File: src/rtl/capseq_pkg.sv
package capseq_pkg;
  typedef enum logic [2:0] {
    ST_IDLE = 3'd0,
    ST_CAPT = 3'd1,
    ST_MEMX = 3'd2,
    ST_RREQ = 3'd3,
    ST_FRDY = 3'd4,
    ST_WACK = 3'd5,
    ST_DRN  = 3'd6,
    ST_CMPL = 3'd7
  } seq_state_t;

  localparam int ADDR_W = 3;
  // host write map
  localparam logic [ADDR_W-1:0] WA_CTRL  = 3'd0;
  localparam logic [ADDR_W-1:0] WA_RREQ  = 3'd1;
  localparam logic [ADDR_W-1:0] WA_RACK  = 3'd2;
  localparam logic [ADDR_W-1:0] WA_COUNT = 3'd3;
  localparam logic [ADDR_W-1:0] WA_MASK  = 3'd4;
  // host read map
  localparam logic [ADDR_W-1:0] RA_STAT  = 3'd0;
  localparam logic [ADDR_W-1:0] RA_CNT   = 3'd1;

  localparam int CAUSE_W = 3;
  localparam logic [CAUSE_W-1:0] CZ_NONE   = 3'd0;
  localparam logic [CAUSE_W-1:0] CZ_FORCED = 3'd1;
  localparam logic [CAUSE_W-1:0] CZ_XFER   = 3'd2;
  localparam logic [CAUSE_W-1:0] CZ_FIFO   = 3'd3;
  localparam logic [CAUSE_W-1:0] CZ_DONE   = 3'd4;
endpackage

File: src/rtl/edge_sync.sv
module edge_sync #(
  parameter int STAGES = 2
) (
  input  logic clk,
  input  logic rst_n,
  input  logic async_in,
  output logic rise
);
  logic [STAGES:0] chain;

  always_ff @(posedge clk or negedge rst_n) begin
    if (!rst_n) chain <= '0;
    else        chain <= {chain[STAGES-1:0], async_in};
  end

  assign rise = chain[STAGES-1] & ~chain[STAGES];


  rise_single_chk: assert property (@(posedge clk) disable iff (!rst_n)
    rise |=> !rise);
endmodule

File: src/rtl/host_regs.sv
module host_regs
  import capseq_pkg::*;
#(
  parameter int DW = 32,
  parameter int CW = 24,
  parameter int MW = 3
) (
  input  logic              clk,
  input  logic              rst_n,
  input  logic              wr_en,
  input  logic [ADDR_W-1:0] wr_addr,
  input  logic [DW-1:0]     wr_data,
  input  logic              start_taken,
  output logic              soft_start,
  output logic              rreq_p,
  output logic              rack_p,
  output logic              clr_p,
  output logic [CW-1:0]     cnt_reg,
  output logic [MW-1:0]     mask
);
  logic ctrl_we, cnt_we, mask_we;

  assign ctrl_we = wr_en && (wr_addr == WA_CTRL);
  assign cnt_we  = wr_en && (wr_addr == WA_COUNT);
  assign mask_we = wr_en && (wr_addr == WA_MASK);
  assign rreq_p  = wr_en && (wr_addr == WA_RREQ) && wr_data[0];
  assign rack_p  = wr_en && (wr_addr == WA_RACK) && wr_data[0];
  assign clr_p   = ctrl_we && wr_data[1];

  always_ff @(posedge clk or negedge rst_n) begin
    if (!rst_n)           soft_start <= 1'b0;
    else if (start_taken) soft_start <= 1'b0;
    else if (ctrl_we)     soft_start <= wr_data[0];
  end

  always_ff @(posedge clk or negedge rst_n) begin
    if (!rst_n)      cnt_reg <= '0;
    else if (cnt_we) cnt_reg <= wr_data[CW-1:0];
  end

  always_ff @(posedge clk or negedge rst_n) begin
    if (!rst_n)       mask <= '0;
    else if (mask_we) mask <= wr_data[MW-1:0];
  end


  start_clear_chk: assert property (@(posedge clk) disable iff (!rst_n)
    start_taken |=> !soft_start);
endmodule

File: src/rtl/seq_fsm.sv
module seq_fsm
  import capseq_pkg::*;
#(
  parameter int CW     = 24,
  parameter int MW     = 3,
  parameter int LW     = 8,
  parameter int THRESH = 64
) (
  input  logic               clk,
  input  logic               rst_n,
  input  logic               mem_ok,
  input  logic               soft_start,
  input  logic               trig_rise,
  input  logic               cap_done,
  input  logic               cap_forced,
  input  logic               xfer_done,
  input  logic [LW-1:0]      fifo_level,
  input  logic               m2f_done,
  input  logic               smp_rd,
  input  logic               rreq_p,
  input  logic               rack_p,
  input  logic               clr_p,
  input  logic [CW-1:0]      cnt_reg,
  input  logic [MW-1:0]      mask,
  output seq_state_t         st,
  output logic               start_taken,
  output logic               cap_en,
  output logic               m2f_en,
  output logic               ready_flag,
  output logic               irq,
  output logic [CAUSE_W-1:0] cause,
  output logic [CW-1:0]      cnt_lat
);
  localparam logic [LW-1:0] THR = LW'(THRESH);

  seq_state_t         st_nx;
  logic               lvl_ok, reads_ok, ev_set, counting;
  logic [CAUSE_W-1:0] ev_cause;
  logic [CW-1:0]      rd_cnt;

  assign lvl_ok   = fifo_level >= THR;
  assign reads_ok = rd_cnt >= cnt_lat;
  assign counting = (st == ST_FRDY) || (st == ST_WACK) || (st == ST_DRN) || (st == ST_CMPL);

  always_comb begin
    st_nx    = st;
    ev_set   = 1'b0;
    ev_cause = CZ_NONE;
    unique case (st)
      ST_IDLE: if (mem_ok && soft_start && trig_rise) st_nx = ST_CAPT;
      ST_CAPT: if (cap_done) begin
        st_nx = ST_MEMX;
        if (cap_forced) begin ev_set = 1'b1; ev_cause = CZ_FORCED; end
      end
      ST_MEMX: if (xfer_done) begin
        st_nx = ST_RREQ;
        if (mask[0]) begin ev_set = 1'b1; ev_cause = CZ_XFER; end
      end
      ST_RREQ: if (rreq_p) st_nx = ST_FRDY;
      ST_FRDY: if (lvl_ok) begin
        st_nx = ST_WACK;
        if (mask[1]) begin ev_set = 1'b1; ev_cause = CZ_FIFO; end
      end
      ST_WACK: if (rack_p) st_nx = ST_DRN;
      ST_DRN:  if (m2f_done) st_nx = ST_CMPL;
      ST_CMPL: if (reads_ok) begin
        st_nx = ST_IDLE;
        if (mask[2]) begin ev_set = 1'b1; ev_cause = CZ_DONE; end
      end
      default: st_nx = ST_IDLE;
    endcase
  end

  assign start_taken = (st == ST_IDLE) && (st_nx == ST_CAPT);
  assign cap_en      = (st == ST_CAPT);
  assign m2f_en      = (st == ST_FRDY) || (st == ST_DRN);

  always_ff @(posedge clk or negedge rst_n) begin
    if (!rst_n) st <= ST_IDLE;
    else        st <= st_nx;
  end

  always_ff @(posedge clk or negedge rst_n) begin
    if (!rst_n)                             cnt_lat <= '0;
    else if ((st == ST_RREQ) && rreq_p)     cnt_lat <= cnt_reg;
  end

  always_ff @(posedge clk or negedge rst_n) begin
    if (!rst_n)                 rd_cnt <= '0;
    else if (st == ST_IDLE)     rd_cnt <= '0;
    else if (counting && smp_rd) rd_cnt <= rd_cnt + 1'b1;
  end

  always_ff @(posedge clk or negedge rst_n) begin
    if (!rst_n)                                  ready_flag <= 1'b0;
    else if (st_nx == ST_IDLE)                   ready_flag <= 1'b0;
    else if ((st == ST_FRDY) && lvl_ok)          ready_flag <= 1'b1;
  end

  always_ff @(posedge clk or negedge rst_n) begin
    if (!rst_n) begin
      irq   <= 1'b0;
      cause <= CZ_NONE;
    end else if (ev_set) begin
      irq   <= 1'b1;
      cause <= ev_cause;
    end else if (clr_p) begin
      irq   <= 1'b0;
    end
  end


  start_cond_chk: assert property (@(posedge clk) disable iff (!rst_n)
    (st == ST_CAPT && $past(st) == ST_IDLE) |-> $past(mem_ok && soft_start && trig_rise));

  capt_exit_chk: assert property (@(posedge clk) disable iff (!rst_n)
    ($past(st) == ST_CAPT && st != ST_CAPT) |-> $past(cap_done));

  drain_entry_chk: assert property (@(posedge clk) disable iff (!rst_n)
    ($past(st) == ST_WACK && st == ST_DRN) |-> $past(rack_p));

  cmpl_exit_chk: assert property (@(posedge clk) disable iff (!rst_n)
    ($past(st) == ST_CMPL && st == ST_IDLE) |-> $past(rd_cnt >= cnt_lat));

  irq_hold_chk: assert property (@(posedge clk) disable iff (!rst_n)
    ($past(irq) && !$past(clr_p)) |-> irq);
endmodule

File: src/rtl/capture_seq.sv
module capture_seq
  import capseq_pkg::*;
#(
  parameter int DW     = 32,
  parameter int CW     = 24,
  parameter int MW     = 3,
  parameter int LW     = 8,
  parameter int THRESH = 64,
  parameter int SYNC   = 2
) (
  input  logic              clk,
  input  logic              rst_n,
  input  logic              wr_en,
  input  logic [ADDR_W-1:0] wr_addr,
  input  logic [DW-1:0]     wr_data,
  input  logic [ADDR_W-1:0] rd_addr,
  output logic [DW-1:0]     rd_data,
  input  logic              mem_ok,
  input  logic              hard_trig,
  input  logic              cap_done,
  input  logic              cap_forced,
  input  logic              xfer_done,
  input  logic [LW-1:0]     fifo_level,
  input  logic              m2f_done,
  input  logic              smp_rd,
  output logic              cap_en,
  output logic              m2f_en,
  output logic              irq
);
  seq_state_t         st;
  logic               trig_rise, soft_start, rreq_p, rack_p, clr_p, start_taken, ready_flag;
  logic [CW-1:0]      cnt_reg, cnt_lat;
  logic [MW-1:0]      mask;
  logic [CAUSE_W-1:0] cause;

  edge_sync #(.STAGES(SYNC)) u_sync (
    .clk(clk), .rst_n(rst_n), .async_in(hard_trig), .rise(trig_rise)
  );

  host_regs #(.DW(DW), .CW(CW), .MW(MW)) u_regs (
    .clk(clk), .rst_n(rst_n), .wr_en(wr_en), .wr_addr(wr_addr), .wr_data(wr_data),
    .start_taken(start_taken), .soft_start(soft_start), .rreq_p(rreq_p),
    .rack_p(rack_p), .clr_p(clr_p), .cnt_reg(cnt_reg), .mask(mask)
  );

  seq_fsm #(.CW(CW), .MW(MW), .LW(LW), .THRESH(THRESH)) u_fsm (
    .clk(clk), .rst_n(rst_n), .mem_ok(mem_ok), .soft_start(soft_start),
    .trig_rise(trig_rise), .cap_done(cap_done), .cap_forced(cap_forced),
    .xfer_done(xfer_done), .fifo_level(fifo_level), .m2f_done(m2f_done),
    .smp_rd(smp_rd), .rreq_p(rreq_p), .rack_p(rack_p), .clr_p(clr_p),
    .cnt_reg(cnt_reg), .mask(mask), .st(st), .start_taken(start_taken),
    .cap_en(cap_en), .m2f_en(m2f_en), .ready_flag(ready_flag), .irq(irq),
    .cause(cause), .cnt_lat(cnt_lat)
  );

  always_comb begin
    rd_data = '0;
    if (rd_addr == RA_STAT) begin
      rd_data[2:0] = st;
      rd_data[3]   = ready_flag;
      rd_data[4]   = irq;
      rd_data[7:5] = cause;
    end else if (rd_addr == RA_CNT) begin
      rd_data[CW-1:0] = cnt_lat;
    end
  end
endmodule

File: config.mk
export PLATFORM = sky130hd
export DESIGN_NAME = capture_seq
export DESIGN_NICKNAME = d
export VERILOG_FILES = /design/src/rtl/capseq_pkg.sv /design/src/rtl/edge_sync.sv /design/src/rtl/host_regs.sv /design/src/rtl/seq_fsm.sv /design/src/rtl/capture_seq.sv
export SDC_FILE = /design/constraint.sdc
export NUM_CORES = 1
export LEC_CHECK = 0
export ABC_CLOCK_PERIOD_IN_PS = 4100
export BUFFER_PORTS_ARGS = -buffer_cell sky130_fd_sc_hd__buf_2
export CORE_MARGIN = 2
export CORE_UTILIZATION = 60
export CTS_CLUSTER_DIAMETER = 60
export CTS_CLUSTER_SIZE = 10
export DETAILED_ROUTE_END_ITERATION = 10
export PLACE_DENSITY = 0.9
export SLEW_MARGIN = 20
export SYNTH_ARGS = -nofsm -noshare
export SYNTH_HDL_FRONTEND = slang
export SYNTH_HIERARCHICAL = 1
export SYNTH_SLANG_ARGS = --single-unit
File: constraint.sdc
create_clock -name clk -period 4.1 [get_ports clk]
set_input_delay 0 -clock clk [delete_from_list [all_inputs] [get_ports clk]]
set_output_delay 0 -clock clk [all_outputs]
set_load 0.05 [all_outputs]
==> results.json <==
{
  "slowest_stage": "nor3_2",
  "die_w_um": 93.84,
  "yosysUniqueCellTypes": 55,
  "leakagePower_nw": 2.855,
  "clock-root-buffer": "clkbuf_8",
  "multi_input_area_um2": 2399,
  "cts_tree": "done",
  "clk_pin_slew_ps": 100,
  "dpl.hpwl_um": 7541,
  "htree_levels": 3,
  "fin_worst_skew_ps": 11.32,
  "ios": 91,
  "area_growth_pct": 17.24,
  "cp_slowest_stage_delay_ps": 780,
  "yosys_warnings": 6,
  "synthFlopType": "dfrtp_1",
  "drv_slew": 0,
  "setup_tns_ps": 0,
  "ctsResizeCount": 0,
  "viasPerCell": 6.009,
  "place_congestion": 0.9393,
  "clock_latency_ps": 360,
  "synth-edff-count": 0,
  "port_buffers": 68,
  "peakVddDrop_uv": 373.6,
  "initial_core_util_pct": 62.34,
  "crit_path_start_kind": "flop",
  "arrival_ps": 2960,
  "dieHeight_um": 93.84,
  "hold_violations": 0,
  "grt_max_degree": 88,
  "grt_pass1_wl_um": 17960,
  "wl_per_cell_um": 17.38,
  "antenna_found_initial": 0,
  "async_flop_share_pct": 100.0,
  "dr.pass1.iters": 5,
  "drt-initial-drc-count": 225,
  "power.density_nw_per_um2": 526.2,
  "regArea_um2": 2177,
  "dr_total_vias": 3882,
  "overflow": 0,
  "dieArea_um2": 8805,
  "timing.final.ws_setup_ps": 1403,
  "crit_chain": "nor3_2 -> o2111ai_1 -> nor4_1 -> xnor2_1 -> nor2_1",
  "hold_path.class": "in -> reg",
  "endpoint_kind": "flop",
  "max_freq_mhz": 370.8,
  "layout.nets": 619,
  "ant_nets": 0,
  "grt_pass1_vias": 3746,
  "cts_buffers": 9,
  "num_rows": 32,
  "synth_cells": 448,
  "outcome": "complete, no violations",
  "required_ps": 4360,
  "cp_max_fo": 18,
  "nFillCells": 496,
  "path_delay_family": "simple AND/OR/NAND/NOR gates",
  "track_usage_pct": 26.52,
  "worst_slew_pin_slew_ps": 869.1,
  "drive_gt1_share_pct": 26.15,
  "ys_seq_elements": 87,
  "syn_area_per_cell_um2": 10.81,
  "syn-cell-area_um2": 4842,
  "worstSetupPathType": "reg -> reg",
  "pre_cts_slack_ps": 1483,
  "fin_crit_ps": 2697,
  "postRouteWirelength_um": 11230,
  "clock_sinks": 87,
  "coreArea_um2": 7767,
  "yosysSeqAreaShare_pct": 44.96,
  "clk_path_buf_depth": 2,
  "cap_violations": 0,
  "setup_viol": 0,
  "fin_crit_sh_pct": 65.78,
  "crit_buf_inv": 0,
  "rsz0062_at_grt": "false",
  "slew_headroom_pct": 42.00,
  "drc": 0
}
power breakdown:
part           total, mW  internal (mW)  switching, mW
clock network      0.622          0.288          0.333
registers           1.35           1.09          0.255
logic               1.02          0.453          0.565
cells by family (layout without fill, tap and decap cells):
| logic type | Yosys count | count (layout) | share of synthesized area, % |
|---|---|---|---|
| compound gates | 49 | 49 | 6.719 |
| xor+xnor | 14 | 14 | 2.532 |
| fa+ha+maj | 25 | 25 | 6.460 |
| buf+inv | 59 | 147 | 6.046 |
| flops | 87 | 87 | 44.96 |
| mux | 62 | 62 | 15.71 |
| other cells | 1 | 9 | 0.07745 |
| simple gates | 151 | 151 | 17.49 |
area by class of cell:
cell class | count | area share, %
clock buffers | 9 | 2.182
diodes | 1 | 0.04408
clock inverters | 7 | 1.367
well taps | 102 | 2.248
inverters | 32 | 2.116
multi-input cells | 309 | 42.25
repair buffers | 99 | 11.44
flip-flops and latches | 87 | 38.35
worst paths after layout:
check,startpoint,end,slack (ps),depth (start not counted)
min in group asynchronous,rst_n,u_regs/cnt_reg[1]$_DFFE_PN0P_,220,2
worst max-delay path,u_fsm/st[2]$_DFF_PN0_,u_fsm/rd_cnt[20]$_DFFE_PN0P_,1400,5
worst max register to register,u_fsm/st[2]$_DFF_PN0_,u_fsm/rd_cnt[20]$_DFFE_PN0P_,1400,5
worst min-delay path,wr_addr[0],u_regs/soft_start$_DFFE_PN0P_,20,3
worst min register to register,u_sync/chain[0]$_DFF_PN0_,u_sync/chain[1]$_DFF_PN0_,350,0
max in group asynchronous,rst_n,u_fsm/rd_cnt[2]$_DFFE_PN0P_,3310,2
cell usage in the layout, fill, tap and decap left out, types with 4 or more instances in the layout:
cell type / netlist / layout
nand2_1: 27 / 27
nand2b_1: 6 / 6
xnor2_1: 12 / 12
and3_2: 10 / 10
dlygate4sd3_1: 0 / 28
or3_1: 12 / 12
and2_1: 4 / 4
mux2_2: 18 / 18
mux2i_1: 10 / 10
nor2_1: 30 / 30
nor4_1: 6 / 6
and4_1: 4 / 4
dfrtp_1: 87 / 87
nand4_1: 9 / 9
o21ai_0: 11 / 11
clkbuf_8: 0 / 9
conb_1: 1 / 8
buf_2: 2 / 67
mux2_1: 14 / 14
ha_1: 25 / 25
nand3_1: 12 / 12
mux2_4: 20 / 20
a21oi_1: 17 / 17
and3_1: 12 / 12
nor3_1: 6 / 6
o31ai_1: 4 / 4
inv_1: 32 / 32
through the flow:
stage	hold WS (ps)	std cells	total power [mW]	utilization [%]	instance area, um^2
detailed placement	109.7	601	2.319	66.80	5189
global route	28.31	645	3.153	73.05	5674
global placement	108.5	601	2.247	66.80	5189
finish	21.75	646	2.987	73.08	5677
floorplan	-295.6	455	2.038	-	4868
CTS	21.18	645	2.960	73.00	5670
timing repair:
| action | CTS | global route |
|---|---|---|
| endpoints found under the hold margin | 118 | 0 |
| hold buffers | 28 | 0 |
| setup endpoints to repair | 0 | 0 |
| buffers inserted | 0 | 0 |
routing by layer:
metal / up-vias / wire length, um / track usage, %
li1: 1747 / - / -
met1: 1909 / 4687 / 34.89
met2: 186 / 5544 / 43.21
met3: 40 / 639 / 4.414
met4: 0 / 356 / 12.08
met5: - / 0 / 0
worst reg2reg max path, cell delays in order, from the launching register on:
cell	delay (ps)
dfrtp_1	590
nor3_2	780
o2111ai_1	580
nor4_1	400
xnor2_1	180
nor2_1	70
cell usage after synthesis (all sizes together) (2+ instances only):
cell      n  area, um^2
dfrtp    87        2177
ha       25       312.8
buf      15       126.4
a41o      2       20.02
nand3    12       60.06
nor4      6       37.54
o2111ai   3       26.28
clkbuf   12       46.29
a21oi    17       85.08
nor2     31       118.9
nand4b    2       32.53
nand2    27       101.4
a211oi    2       20.02
nor2b     2       20.02
or3      12       75.07
mux2     52       660.6
nor3b     2       15.01
o21a      2       15.01
o31ai     4       30.03
o21ai    11       55.05
nand2b    6       37.54
mux2i    10       100.1
and4      4       35.03
xor2      2       17.52
inv      32       120.1
and3     22       150.1
and2      4       25.02
nor3      7       40.04
xnor2    12       105.1
nand4     9       56.30
(Power assumes the default switching activity.)
